<file path="src/rtl/offset_cfg_pkg.sv">
`timescale 1ns/1ps
package offset_cfg_pkg;

    typedef enum logic [1:0] {
        SRC_FIXED    = 2'd0,
        SRC_PARALLEL = 2'd1,
        SRC_SERIAL   = 2'd2
    } ofs_src_e;

    typedef struct packed {
        ofs_src_e   src;
        logic [3:0] fixed_log2;
    } sel_decode_t;

    localparam logic [2:0] SEL_SERIAL   = 3'd5;
    localparam logic [2:0] SEL_PARALLEL = 3'd6;
    localparam int         GAP_BIT      = 8;

    function automatic sel_decode_t decode_sel(input logic [2:0] code);
        sel_decode_t d;
        d.src        = SRC_FIXED;
        d.fixed_log2 = 4'd3;
        case (code)
            3'd0:         d.fixed_log2 = 4'd3;
            3'd1:         d.fixed_log2 = 4'd4;
            3'd2:         d.fixed_log2 = 4'd6;
            3'd3:         d.fixed_log2 = 4'd8;
            3'd4:         d.fixed_log2 = 4'd10;
            SEL_SERIAL:   d.src = SRC_SERIAL;
            SEL_PARALLEL: d.src = SRC_PARALLEL;
            default:      d.fixed_log2 = 4'd3;
        endcase
        return d;
    endfunction

endpackage

</file>
<file path="src/rtl/offset_sel_decode.sv">
`timescale 1ns/1ps
module offset_sel_decode
    import offset_cfg_pkg::*;
#(
    parameter int OFS_W = 12
) (
    input  logic [2:0]       fsel,
    output ofs_src_e         src,
    output logic [OFS_W-1:0] fixed_val
);
    sel_decode_t dec;

    always_comb begin
        dec       = decode_sel(fsel);
        src       = dec.src;
        fixed_val = (dec.src == SRC_FIXED) ? (OFS_W'(1) << dec.fixed_log2) : '0;
    end
endmodule

</file>
<file path="src/rtl/offset_field_extract.sv">
`timescale 1ns/1ps
module offset_field_extract
    import offset_cfg_pkg::*;
#(
    parameter int OFS_W = 12
) (
    input  logic [OFS_W:0]   word,
    input  logic             gap_en,
    output logic [OFS_W-1:0] field
);
    localparam int HI_W = OFS_W - GAP_BIT;

    logic [OFS_W-1:0] plain;
    logic [OFS_W-1:0] gapped;

    generate
        if (HI_W > 0) begin : g_gap
            assign gapped = {word[OFS_W:GAP_BIT+1], word[GAP_BIT-1:0]};
        end else begin : g_nogap
            assign gapped = word[OFS_W-1:0];
        end
    endgenerate

    assign plain = word[OFS_W-1:0];
    assign field = gap_en ? gapped : plain;
endmodule

</file>
<file path="src/rtl/offset_load_seq.sv">
`timescale 1ns/1ps
module offset_load_seq
    import offset_cfg_pkg::*;
#(
    parameter int OFS_W = 12
) (
    input  logic     clk,
    input  logic     rst,
    input  logic     prst,
    input  ofs_src_e src_in,
    input  logic     par_in,
    input  logic     wr_en,
    output logic     gap_q,
    output logic     done_q,
    output logic     load_ae,
    output logic     load_af,
    output logic     shift_en
);
    localparam int         TOTAL_BITS = 2 * OFS_W;
    localparam int         CNT_W      = $clog2(TOTAL_BITS);
    localparam logic [CNT_W-1:0] SER_LAST = CNT_W'(TOTAL_BITS - 1);

    ofs_src_e         src_q;
    logic [CNT_W-1:0] cnt_q;
    logic             step;

    assign step     = wr_en && !done_q && !rst && !prst;
    assign load_ae  = step && (src_q == SRC_PARALLEL) && (cnt_q == '0);
    assign load_af  = step && (src_q == SRC_PARALLEL) && (cnt_q != '0);
    assign shift_en = step && (src_q == SRC_SERIAL);

    always_ff @(posedge clk) begin
        if (rst) begin
            src_q  <= src_in;
            gap_q  <= par_in;
            cnt_q  <= '0;
            done_q <= (src_in == SRC_FIXED);
        end else if (prst) begin
            if (!done_q) cnt_q <= '0;
        end else if (load_ae) begin
            cnt_q <= CNT_W'(1);
        end else if (load_af) begin
            done_q <= 1'b1;
        end else if (shift_en) begin
            if (cnt_q == SER_LAST) done_q <= 1'b1;
            else                   cnt_q  <= cnt_q + CNT_W'(1);
        end
    end
endmodule

</file>
<file path="src/rtl/fifo_offset_loader.sv">
`timescale 1ns/1ps
module fifo_offset_loader
    import offset_cfg_pkg::*;
#(
    parameter int OFS_W = 12
) (
    input  logic             clk,
    input  logic             rst,
    input  logic             prst,
    input  logic [2:0]       fsel,
    input  logic             par_sel,
    input  logic             wr_en,
    input  logic [OFS_W:0]   wr_data,
    input  logic             ser_in,
    output logic [OFS_W-1:0] ae_ofs,
    output logic [OFS_W-1:0] af_ofs,
    output logic             cfg_done,
    output logic             fifo_wr
);
    ofs_src_e         src;
    logic [OFS_W-1:0] fixed_val;
    logic [OFS_W-1:0] field;
    logic             gap_q, load_ae, load_af, shift_en;

    offset_sel_decode #(.OFS_W(OFS_W)) u_dec (
        .fsel(fsel), .src(src), .fixed_val(fixed_val)
    );

    offset_field_extract #(.OFS_W(OFS_W)) u_ext (
        .word(wr_data), .gap_en(gap_q), .field(field)
    );

    offset_load_seq #(.OFS_W(OFS_W)) u_seq (
        .clk(clk), .rst(rst), .prst(prst), .src_in(src), .par_in(par_sel),
        .wr_en(wr_en), .gap_q(gap_q), .done_q(cfg_done),
        .load_ae(load_ae), .load_af(load_af), .shift_en(shift_en)
    );

    always_ff @(posedge clk) begin
        if (rst) begin
            ae_ofs <= fixed_val;
            af_ofs <= fixed_val;
        end else if (load_ae) begin
            ae_ofs <= field;
        end else if (load_af) begin
            af_ofs <= field;
        end else if (shift_en) begin
            {ae_ofs, af_ofs} <= {ae_ofs[OFS_W-2:0], af_ofs, ser_in};
        end
    end

    assign fifo_wr = wr_en && cfg_done && !rst && !prst;
endmodule

</file>
<file path="config.mk">
export PLATFORM = sky130hd
export DESIGN_NAME = fifo_offset_loader
export DESIGN_NICKNAME = d
export VERILOG_FILES = /design/src/rtl/offset_cfg_pkg.sv /design/src/rtl/offset_sel_decode.sv /design/src/rtl/offset_field_extract.sv /design/src/rtl/offset_load_seq.sv /design/src/rtl/fifo_offset_loader.sv
export SDC_FILE = /design/constraint.sdc
export NUM_CORES = 1
export LEC_CHECK = 0
export BUFFER_PORTS_ARGS = -buffer_cell sky130_fd_sc_hd__buf_2
export CELL_PAD_IN_SITES_DETAIL_PLACEMENT = 1
export CELL_PAD_IN_SITES_GLOBAL_PLACEMENT = 1
export CORE_MARGIN = 1.5
export CORE_UTILIZATION = 40
export DETAILED_ROUTE_END_ITERATION = 10
export GPL_TIMING_DRIVEN = 0
export PLACE_DENSITY = 0.85
export SLEW_MARGIN = 20
export SYNTH_ARGS = -nofsm -noshare
export SYNTH_HDL_FRONTEND = slang
export SYNTH_SLANG_ARGS = --single-unit
</file>
<file path="constraint.sdc">
create_clock -name clk -period 2.5 [get_ports clk]
set_clock_uncertainty 0.15 [all_clocks]
set_input_delay 0.25 -clock clk [delete_from_list [all_inputs] [get_ports clk]]
set_output_delay 0.25 -clock clk [all_outputs]
set_load 0.05 [all_outputs]
</file>
==> out/metrics.cfg, run 1 <==
[setup_path]
worstPathArrival_ns = 2.19
worstPathRequired_ns = 2.31
start_kind = flop
crit_fanout = 12
crit_path_end_kind = flop
crit_type = reg -> reg

[route]
dr.pass1.iters = 4
wirelength_mm = 4.790
post_drt_via_cell_ratio = 5.455
vias = 1511
ant_nets = 0
drcViolationCount = 0
drt_iter0_drc = 88
wl_per_cell_um = 17.29

[logic_synthesis]
synth-warning-count = 0
ys_types = 42
synth_area_um2 = 1790
async_reset_ff_frac = 0
ys_top_cells_by_count = edfxtp_1, nand2_1, o21ai_0, nand2b_1
synthTopCellsByArea = edfxtp_1, nand2_1, dfxtp_1, mux2i_1, o21ai_0
syn_avg_cell_area_um2 = 10.53
postSynthRegisterBits = 33
synth_nets = 194
synth_edf_count = 28
ys_seq_area_frac = 0.5255
ys.flop_type = edfxtp_1
synth_top_area_share = 0.4696
yosys.area.top_type = edfxtp_1
synthCells = 170

[die]
start_util = 0.4141
core_area_um2 = 4324
die_h_um = 69.91
row_count = 24
die_w_um = 69.91
dieArea_um2 = 4887
io_pins = 48

[global_route]
grt_pass1_wl_mm = 7.783
antenna_found_initial = 0
first_global_vias = 1576
grt_max_degree = 13
grt_overflow_total = 0
grtUsageTotal = 0.2080

[pwr]
p_per_area_nw_per_um2 = 634.0
p_sw_frac = 0.2887
p_seq_frac = 0.468
pwr-share-clk = 0.355
switchingPower_w = 0.0004070
leakage_nw = 0.9048
internal_power_w = 0.001003
vdd_drop_max_mv = 0.2335
combPwrFrac = 0.178

[clock_network]
clock_latency_ns = 0.30
htreeDepth = 2
cts_tree = done
cts-root-buf = clkbuf_8
cts_inserted_buffers = 5
cts.path.max_buffers = 2
cts_setup_buffers = 0
cts_sinks = 33
clk_pin_slew_worst_paths_ns = 0.07

[cells_and_area]
drive_above_1_share = 0.3022
final_cell_area_um2 = 2223
layout.nets = 248
fin_util = 0.5142
insertedDiodeCount = 0
area_growth_pct = 24.18

[run_status]
status = finished clean

[place]
hpwl_mm = 3.559
numPortBuffers = 46
gp_congestion = 0.7838
dpl_cell_area_um2 = 2088

[flow_run]
max_cap_violations = 0

[timing]
tightest_slew_ns = 0.6192
slew_headroom = 0.5814
finalSetupViolations = 0
fin_tns_setup_ns = 0
timing.fmax_ghz = 0.4209
period_needed_ns = 2.376
slew_violations = 0
min_period_over_period = 0.9504
rsz0062_at_grt = true
hold_viol_final = 0

[worst_hold_path]
hp-class = in -> reg

==> stage by stage <==
stage | setup slack, ns | power [W] | hold slack [ns] | instances
floorplan | 0.03540 | 0.0008418 | 0.1989 | 170
global placement | -0.02509 | 0.0009126 | 0.2984 | 268
detailed placement | -0.09002 | 0.0009191 | 0.3048 | 268
CTS | 0.03060 | 0.001415 | 0.005104 | 276
global route | -0.002576 | 0.001459 | 0.09488 | 277
finish | 0.1239 | 0.001410 | 0.09503 | 277
==> sequential cells by signal, summed over array words and instances (netlist names) <==
| signal | count |
|---|---|
| u_seq.gap_q | 1 |
| ae_ofs | 12 |
| af_ofs | 12 |
| u_seq.cnt_q | 5 |
| u_seq.done_q | 1 |
| u_seq.src_q | 2 |
==> timing repair <==
item	CTS	global route
endpoints found under the hold margin	0	1
pin swaps	0	1
hold buffers	0	1
resized for setup	2	5
endpoints found under the setup margin	4	19
==> power by group through the flow <==
stage          Combinational (W)  Clock [W]  Sequential, W
3_5_place_dp            0.000247          0       0.000672
3_3_place_gp            0.000243          0       0.000670
4_1_cts                 0.000248   0.000506       0.000660
6_report                0.000250   0.000500       0.000659
2_1_floorplan          0.0000777          0       0.000764
5_1_grt                 0.000268   0.000527       0.000664
==> final cells by class <==
class | instances | area, µm²
plain buffers | 10 | 75.07
clock buffers | 6 | 72.57
clock inverters | 2 | 33.78
fillers | 503 | 2101
inverters | 8 | 30.03
multi-input cells | 119 | 765.7
flip-flops and latches | 33 | 940.9
well taps | 52 | 65.06
repair buffers | 47 | 240.2
==> layer usage <==
metal | share of wire | track usage
met5 | 0 | 0
met4 | 0.013 | 0.06410
met3 | 0.052 | 0.04906
met2 | 0.48 | 0.3344
met1 | 0.46 | 0.2797
==> worst paths after layout <==
path | startpoint | end | slack (ns) | cells past startpoint
hold reg to reg | u_seq.cnt_q[0] | u_seq.cnt_q[0] | 0.38 | 2
setup / recovery | u_seq.done_q | af_ofs[8] | 0.12 | 5
hold / removal | wr_data[1] | ae_ofs[1] | 0.1 | 3
setup reg to reg | u_seq.done_q | af_ofs[8] | 0.12 | 5
==> critical path, stage by stage, from the launching register on <==
cell and delay [ns]:
edfxtp_1 0.44, or4b_4 0.50, buf_6 0.16, or3_4 0.37
buf_6 0.16, nand2_2 0.26
==> cells by family (layout without fill, tap and decap cells) <==
| family | Yosys count | after routing | share of synthesized area |
|---|---|---|---|
| mux | 10 | 10 | 0.05730 |
| buf+inv | 18 | 73 | 0.05311 |
| flops | 33 | 33 | 0.5255 |
| simple gates | 67 | 67 | 0.2061 |
| compound gates | 40 | 40 | 0.1440 |
| fa+ha+maj | 2 | 2 | 0.01397 |
==> cells in the final DEF, fill, tap and decap left out, drive strengths merged, types with 3 or more instances in the layout <==
| cell type | synthesis | final |
|---|---|---|
| a21oi | 8 | 8 |
| buf | 5 | 51 |
| clkbuf | 5 | 11 |
| dfxtp | 5 | 5 |
| edfxtp | 28 | 28 |
| inv | 8 | 8 |
| mux2i | 8 | 8 |
| nand2 | 28 | 28 |
| nand2b | 9 | 9 |
| nand3 | 3 | 3 |
| nor2 | 6 | 6 |
| nor3 | 6 | 6 |
| o21ai | 15 | 15 |
| o311ai | 4 | 4 |
Power figures use the tool's default switching activity.
==> inputs of run 2 (changes only) <==
--- a/config.mk
+++ b/config.mk
@@ -8,7 +8,6 @@
 export BUFFER_PORTS_ARGS = -buffer_cell sky130_fd_sc_hd__buf_2
 export CELL_PAD_IN_SITES_DETAIL_PLACEMENT = 1
 export CELL_PAD_IN_SITES_GLOBAL_PLACEMENT = 1
-export CORE_MARGIN = 1.5
 export CORE_UTILIZATION = 40
 export DETAILED_ROUTE_END_ITERATION = 10
 export GPL_TIMING_DRIVEN = 0
==> out/metrics.cfg, run 2 (synthesis gave the netlist of run 1 again) <==
[clock_network]
clk_pin_slew_worst_paths_ns = 0.08  ; about the same
clock_latency_ns = 0.29  ; about the same
cts_tree = done
cts_sinks = 33  ; unchanged
cts_inserted_buffers = 5  ; unchanged
cts.path.max_buffers = 2  ; unchanged
htreeDepth = 2  ; unchanged
cts-root-buf = clkbuf_8

[timing]
timing.final.ws_setup_ns = 0.07547  ; -0.04841 ns
slew_headroom = 0.6059  ; +0.02449
timing.fmax_ghz = 0.4125  ; -2.0%
finalSetupViolations = 0  ; unchanged
slew_violations = 0  ; unchanged
hold_viol_final = 0  ; unchanged
min_period_over_period = 0.9698  ; +0.01936
tightest_slew_ns = 0.5830  ; -0.03623 ns
period_needed_ns = 2.425  ; +0.04841 ns
hold_slack_ns = 0.09981  ; +0.004777 ns

[flow_run]
max_cap_violations = 0  ; unchanged

[route]
vias = 1540  ; +1.9%
wl_per_cell_um = 18.12  ; +4.8%
drt_iter0_drc = 78  ; -11%
drcViolationCount = 0  ; unchanged
wirelength_mm = 5.038  ; +5.2%
dr.pass1.iters = 4  ; unchanged
ant_nets = 0  ; unchanged
post_drt_via_cell_ratio = 5.540  ; +1.6%

[setup_path]
crit_fanout = 5  ; -7
worstPathArrival_ns = 2.32  ; +0.13 ns
crit_type = reg -> reg
reg2regPathDepth = 7  ; +2
worstPathRequired_ns = 2.40  ; +0.09 ns
start_kind = flop
rr_endpoint = ae_ofs[4]
reg2reg_slack_ns = 0.08  ; -0.05 ns
r2r-start = u_seq.cnt_q[0]
setup.worst_path.end = ae_ofs[4]
crit_path_end_kind = flop
startpoint = u_seq.cnt_q[0]

[global_route]
antenna_found_initial = 0  ; unchanged
grt_pass1_wl_mm = 7.424  ; -4.6%
grt_max_degree = 13  ; unchanged
first_global_vias = 1498  ; -4.9%
grt_overflow_total = 0  ; unchanged
grtUsageTotal = 0.2288  ; +0.02080

[cells_and_area]
fin_util = 0.5474  ; +0.03322
area_growth_pct = 26.69
n_fill_cell = 481  ; -4.4%
final_common_cell = buf_2
insertedDiodeCount = 0  ; unchanged
biggestRegsByFlops = ae_ofs: 12 flops, af_ofs: 12 flops, u_seq.cnt_q: 5 flops
layout.nets = 251  ; +1.2%
drive_above_1_share = 0.3202  ; +0.01795
final_cell_mix = buf_2, edfxtp_1, nand2_1

[place]
post-place-ws_ns = -0.1026  ; -0.01257 ns
hpwl_mm = 3.808  ; +7.0%
gp_congestion = 0.7848  ; +0.13%
numPortBuffers = 46  ; unchanged

[die]
row_count = 23  ; -4.2%
core_area_um2 = 4144  ; -4.2%
die_w_um = 68.91  ; -1.4%
start_util = 0.4321  ; +0.01800
dieArea_um2 = 4748  ; -2.8%
die_h_um = 68.91  ; -1.4%
io_pins = 48  ; unchanged

[run_status]
status = finished clean

[pwr]
leakage_nw = 0.9371  ; +3.6%
vdd_drop_max_mv = 0.3470  ; +49%
p_per_area_nw_per_um2 = 668.6  ; +5.5%

[worst_hold_path]
hp-class = in -> reg

run 2: cell type report:
type / instances / area [µm²] / share of cell area
timing repair buffer: 50 / 260.3 / 0.1147
inverter: 8 / 30.03 / 0.01324
tap: 50 / 62.56 / 0.02758
sequential: 33 / 940.9 / 0.4148
buffer: 10 / 75.07 / 0.03309
clock buffer: 5 / 68.82 / 0.03034
clock inverter: 3 / 65.06 / 0.02868
multi-input combinational: 119 / 765.7 / 0.3376
run 2: how the worst min path moves through the flow:
| stage | start | cells past startpoint | end |
|---|---|---|---|
| floorplan | par_sel | 0 | u_seq.gap_q |
| global placement | par_sel | 1 | u_seq.gap_q |
| detailed placement | par_sel | 1 | u_seq.gap_q |
| CTS | wr_data[5] | 3 | ae_ofs[5] |
| global route | wr_data[5] | 3 | ae_ofs[5] |
| finish | wr_data[5] | 3 | ae_ofs[5] |
run 2: critical path, cell delays in order (launching register included):
cell and delay [ns]:
dfxtp_1 0.34, inv_1 0.08, ha_1 0.16, or4b_2 0.63
nor3_4 0.36, buf_2 0.26, nand2_1 0.08, o311ai_0 0.12
run 2: metal layers:
metal / wire [µm] / track usage
met1: 2310 / 0.2862
met2: 2470 / 0.3847
met3: 180 / 0.04770
met4: 78 / 0.08673
met5: 0 / 0
run 2: through the flow:
stage	TNS (ns)	std cells	cell area [µm²]	total power, W
global route	-0.05393	278	2268	0.001560
CTS	0	275	2240	0.001526
global placement	-0.5127	266	2086	0.0009124
finish	0	278	2268	0.001517
detailed placement	-2.162	266	2086	0.0009218
floorplan	0	170	1793	0.0008418
run 2: where the power goes:
part	leakage [nW]	switching, W	total, W	internal [W]
Combinational	0.546	0.000181	0.000252	0.0000707
Clock	0.0681	0.000208	0.000604	0.000396
Sequential	0.323	0.0000225	0.000661	0.000638
Total	0.937	0.000412	0.00152	0.00110
run 2: timing repair:
| action | CTS | global route |
|---|---|---|
| endpoints found under the hold margin | 1 | 0 |
| endpoints found under the setup margin | 7 | 17 |
| hold buffers | 1 | 0 |
| buffers inserted | 0 | 2 |
| gates cloned | 0 | 1 |
| pin swaps | 0 | 1 |
| resized for setup | 3 | 5 |
